**config.mk**
```make
export PLATFORM = sky130hd
export DESIGN_NAME = alarm_match_irq
export DESIGN_NICKNAME = d
export VERILOG_FILES = /design/src/rtl/alarm_match_irq.sv
export SDC_FILE = /design/constraint.sdc
export NUM_CORES = 1
export LEC_CHECK = 0
export BUFFER_PORTS_ARGS = -buffer_cell sky130_fd_sc_hd__buf_2
export CORE_ASPECT_RATIO = 1.1
export CORE_MARGIN = 1.5
export CORE_UTILIZATION = 28
export DETAILED_ROUTE_END_ITERATION = 8
export PLACE_DENSITY = 0.79
export REMOVE_ABC_BUFFERS = 1
export SLEW_MARGIN = 20
export SYNTH_ARGS = -nofsm -noshare
export SYNTH_HDL_FRONTEND = slang
export SYNTH_SLANG_ARGS = --single-unit
```
**constraint.sdc**
```tcl
create_clock -name clk -period 1.1 [get_ports clk]
set_input_delay 0.275 -clock clk [delete_from_list [all_inputs] [get_ports clk]]
set_output_delay 0.275 -clock clk [all_outputs]
set_load 0.01 [all_outputs]
```
**src/rtl/alarm_match_irq.sv**
```systemverilog
module alarm_match_irq #(
  parameter int FW = 8
) (
  input  logic          clk,
  input  logic          rst_n,
  input  logic          sec_tick,
  input  logic [FW-1:0] tm_sec,
  input  logic [FW-1:0] tm_min,
  input  logic [FW-1:0] tm_hour,
  input  logic [FW-1:0] tm_date,
  input  logic [FW-1:0] tm_mon,
  input  logic [FW-1:0] al_sec,
  input  logic [FW-1:0] al_min,
  input  logic [FW-1:0] al_hour,
  input  logic [FW-1:0] al_date,
  input  logic [FW-1:0] al_mon,
  input  logic [4:0]    rpt_code,
  input  logic          irq_en,
  input  logic          out_level,
  input  logic          flag_rd,
  input  logic          ptr_at_flag,
  output logic          alarm_flag,
  output logic          irq_n
);

  logic [4:0] eq, mask;
  logic       hit, fire, set_now, pending;

  assign eq = {tm_mon == al_mon, tm_date == al_date, tm_hour == al_hour,
               tm_min == al_min, tm_sec == al_sec};

  always_comb begin
    case (rpt_code)
      5'b11110: mask = 5'b00001;
      5'b11100: mask = 5'b00011;
      5'b11000: mask = 5'b00111;
      5'b10000: mask = 5'b01111;
      5'b00000: mask = 5'b11111;
      default:  mask = 5'b00000;
    endcase
  end

  assign hit     = &(eq | ~mask);
  assign fire    = sec_tick & hit;
  assign set_now = (fire | pending) & ~ptr_at_flag;

  always_ff @(posedge clk) begin
    if (!rst_n) begin
      alarm_flag <= 1'b0;
      pending    <= 1'b0;
    end else begin
      pending <= (pending | fire) & ptr_at_flag;
      if (set_now)      alarm_flag <= 1'b1;
      else if (flag_rd) alarm_flag <= 1'b0;
    end
  end

  assign irq_n = irq_en ? ~alarm_flag : out_level;

  p_every_sec_r2: assert property (@(posedge clk) disable iff (!rst_n)
    sec_tick && rpt_code == 5'b11111 && !ptr_at_flag |=> alarm_flag);

  p_tick_only_r9: assert property (@(posedge clk) disable iff (!rst_n)
    $rose(alarm_flag) |-> $past(sec_tick) || $past(pending));

  p_read_clears_r10: assert property (@(posedge clk) disable iff (!rst_n)
    flag_rd && ptr_at_flag |=> !alarm_flag);

  p_hold_at_ptr_r11: assert property (@(posedge clk) disable iff (!rst_n)
    ptr_at_flag && !alarm_flag |=> !alarm_flag);

  p_release_r11: assert property (@(posedge clk) disable iff (!rst_n)
    pending && !ptr_at_flag |=> alarm_flag);

endmodule

```
==> results.md <==
* Outcome: completed
* Hold Startpoint: ptr_at_flag
* Largest net degree at the start of global routing at 5
* Compound-Gate Fraction of Synth Area at 10.2%
* Clock Latency Late Sink at approximately 0.23 ns
* Cells along the critical path: mux2i_1, buf_2
* Drt first pass iters at 4
* Synth Area in Adders at 0%
* Number of synthesized register bits at 2
* HPWL after DPL at 1960 µm
* Largest family of logic cells by synthesized area: XOR/XNOR gates
* Port Buf Inserts at 93
* Worst R2R Path Depth at 4
* Drt drc at 0
* Switching power at about 0.20 mW
* Maximum vdd drop at around 0.23 mV
* Final Critical Period at 1.07 ns
* Fin. Hold Viols at 0
* Register area share after synthesis at 6.68%
* CTS root buf: clkbuf_4
* Post-Route WL at approximately 2100 µm
* Area share of the leading cell type in the synthesized netlist at 58.5%
* Worst Hold Path EP: pending$_SDFF_PN0_
* Vias in the first global route at ~900
* CP startpoint kind: flip-flop
* Syn Area/Cell at 7.78 µm²
* Combinational power share at 61.7%
* Mapped cell area at 599 µm²
* Final setup fails at 0
* Dpl cells at 202
* Synthesis-to-finish area growth at 95.8%
* CTS clk-pin slew, worst paths at 0.03 ns
* Die ar. at 0.00243 mm²
* Die W at ~47 µm
* Critical Path Sink Type: output pin
* Via count at 944
* Switch share at 30.7%
* Remaining antenna violation count at 0
* Initial DRC Count at 3
* Synth Flop Type: dfxtp_1
* Slew headroom at between 80% and 90%
* FFs w/ async S/R, synth at 0%
* First-pass GRT wire length at roughly 3100 µm
* Via density per instance at roughly 4.6
* Yosys cell types at 18
* Area leader, netlist: xnor2_1
* Layout Cells excl Fill at 206
* Cell Pwr Density at approximately 550 mW/mm²
* DR WL/cell at 10.3 µm
* XOR/XNOR share of the synthesized area at 58.5%
* Area contributors post-synth: xnor2_1 58%, nand4_1 13%, dfxtp_1 6.7%
* Final period utilization at between 90% and 100%
* Number of cell rows at 17
* Family with the most delay on the worst path: flip-flops
* Mapped Cells at just under 80
* Ys Warns at 0
* Cell with the most instances after synthesis: xnor2_1
* Max-slew violation count at 0
* Max-cap viol count at 0
* Crit path max fanout at 2
* Clock Power Share at 25.8%
* Bufs on Longest Clock Path at 2
* Post-Synth Simple-Gate Area at 21.7%
* Post-Route Utilization at 58.1%
* P_int at roughly 0.45 mW
* RR Startpoint: alarm_flag$_SDFFE_PN0P_
* Initial Util at 29.7%
* Flop pwr share at around 13%
* LEAKAGE at around 0.56 nW
* Type of the worst min-delay path: in2reg
* Crit Reg-Reg Endpoint: alarm_flag$_SDFFE_PN0P_
* TritonCTS buffer count at 3
* Worst EP required at 0.82 ns
* Fin nets at 272
* TritonCTS clock tree: done
* Die H at 51.5 µm
* Slowest cell delay on critical path at 0.31 ns
* R2r setup slk at approximately 0.17 ns
* Number of synthesized flops with an enable pin at 0
* Global-route total usage across every layer at 17.6%
* H-Tree Depth at 1
* Worst Max-Slew Pin Slew at 0.247 ns
* Placeable Area at 0.00202 mm²
* GRT Residual Overflow at 0
* Gpl congestion at approximately 0.67
* Slowest cell on crit path: dfxtp_2
* Layout cells sized above 1 at 58.4%
* RSZ-0062 raised after global routing: true
* FILL cells at 201
* Hold buffers post-CTS at 0
* Commonest cells in the netlist: 40 x xnor2_1, 12 x nand4_1, 3 x o211ai_1, 3 x o21ai_0
* Antenna diodes at 0
* Crit Path Category: reg2out
* Fmax at 0.933 GHz
* Worst Skew at 0.00395 ns
* Final TNS setup at 0 ns
* CP bufs+invs at 1
* I/O pin total at 94
* Initial antenna violation count at 0
* TritonCTS Sinks at 2
* Hold path cells at 3
* Mux share of post-synthesis cell area at 1.67%
* Worst EP arrival at 0.80 ns
sequential cells by signal, summed over array words and instances, names as in the netlist:
register,flops
pending,1
alarm_flag,1
power by group through the flow:
| stage | combinational (mW) | sequential (mW) | clock (mW) |
|---|---|---|---|
| CTS | 0.396 | 0.0811 | 0.173 |
| detailed placement | 0.395 | 0.0821 | 0 |
| global placement | 0.375 | 0.0819 | 0 |
| floorplan | 0.167 | 0.0826 | 0 |
| finish | 0.400 | 0.0812 | 0.167 |
| global route | 0.439 | 0.0818 | 0.179 |
layout make-up:
cell class	instances	area, µm²	area share, %
Sequential cell	2	41.3	3.52
Clock buffer	3	22.5	1.92
Tap cell	28	35.0	2.99
Timing Repair Buffer	98	503	42.9
Inverter	2	7.51	0.640
Multi-Input combinational cell	73	564	48.1
cell families after synthesis:
kind of cell | Yosys count
XOR/XNOR | 40
AND/OR/NAND/NOR | 22
AO/OA/AOI/OAI | 10
flip-flops | 2
buffers and inverters | 2
multiplexers | 1
layer usage:
layer | vias up | wire [µm] | global-route usage [%]
met5 | - | 0 | 0
met4 | 0 | 46 | 10.2
met3 | 6 | 217 | 3.47
met2 | 60 | 1220 | 36.1
met1 | 400 | 638 | 13.7
li1 | 478 | - | -
per-stage QoR:
stage	area (µm²)	total power, mW	hold WS (ns)	worst slack, ns
2_1_floorplan	599	0.250	0.419	0.0926
3_3_place_gp	1130	0.457	0.444	-0.101
3_5_place_dp	1130	0.477	0.466	-0.146
4_1_cts	1150	0.650	0.329	0.00922
5_1_grt	1170	0.700	0.344	-0.0156
6_report	1170	0.648	0.337	0.0287
placed cells by master (no fill, tap or decap), types with 2 or more instances in the layout:
master | Yosys | routed
buf_2 | 0 | 93
xnor2_1 | 40 | 39
nand4_1 | 12 | 12
buf_4 | 0 | 5
o211ai_1 | 3 | 3
o21ai_0 | 3 | 3
clkbuf_4 | 0 | 3
inv_1 | 2 | 2
nand2_1 | 2 | 2
o21ai_1 | 2 | 2
nor2b_1 | 2 | 2
worst min-delay path, stage by stage:
cell and delay [ns]:
buf_2 0.10, nand3_1 0.07, o21ai_1 0.07
how the worst max path moves through the flow:
stage / startpoint / end / slack (ns) / depth (start not counted)
floorplan: rpt_code[1] / alarm_flag$_SDFFE_PN0P_ / 0.09 / 4
global placement: rpt_code[1] / alarm_flag$_SDFFE_PN0P_ / -0.10 / 6
detailed placement: rpt_code[1] / alarm_flag$_SDFFE_PN0P_ / -0.15 / 6
CTS: alarm_flag$_SDFFE_PN0P_ / irq_n / 0.009 / 2
global route: alarm_flag$_SDFFE_PN0P_ / irq_n / -0.02 / 2
finish: alarm_flag$_SDFFE_PN0P_ / irq_n / 0.03 / 2
what timing repair did:
item,CTS,global route
gates resized for setup,0,3
buffers inserted,0,1
setup endpoints to repair,0,3
No activity file was read; power rests on OpenSTA's default activity.
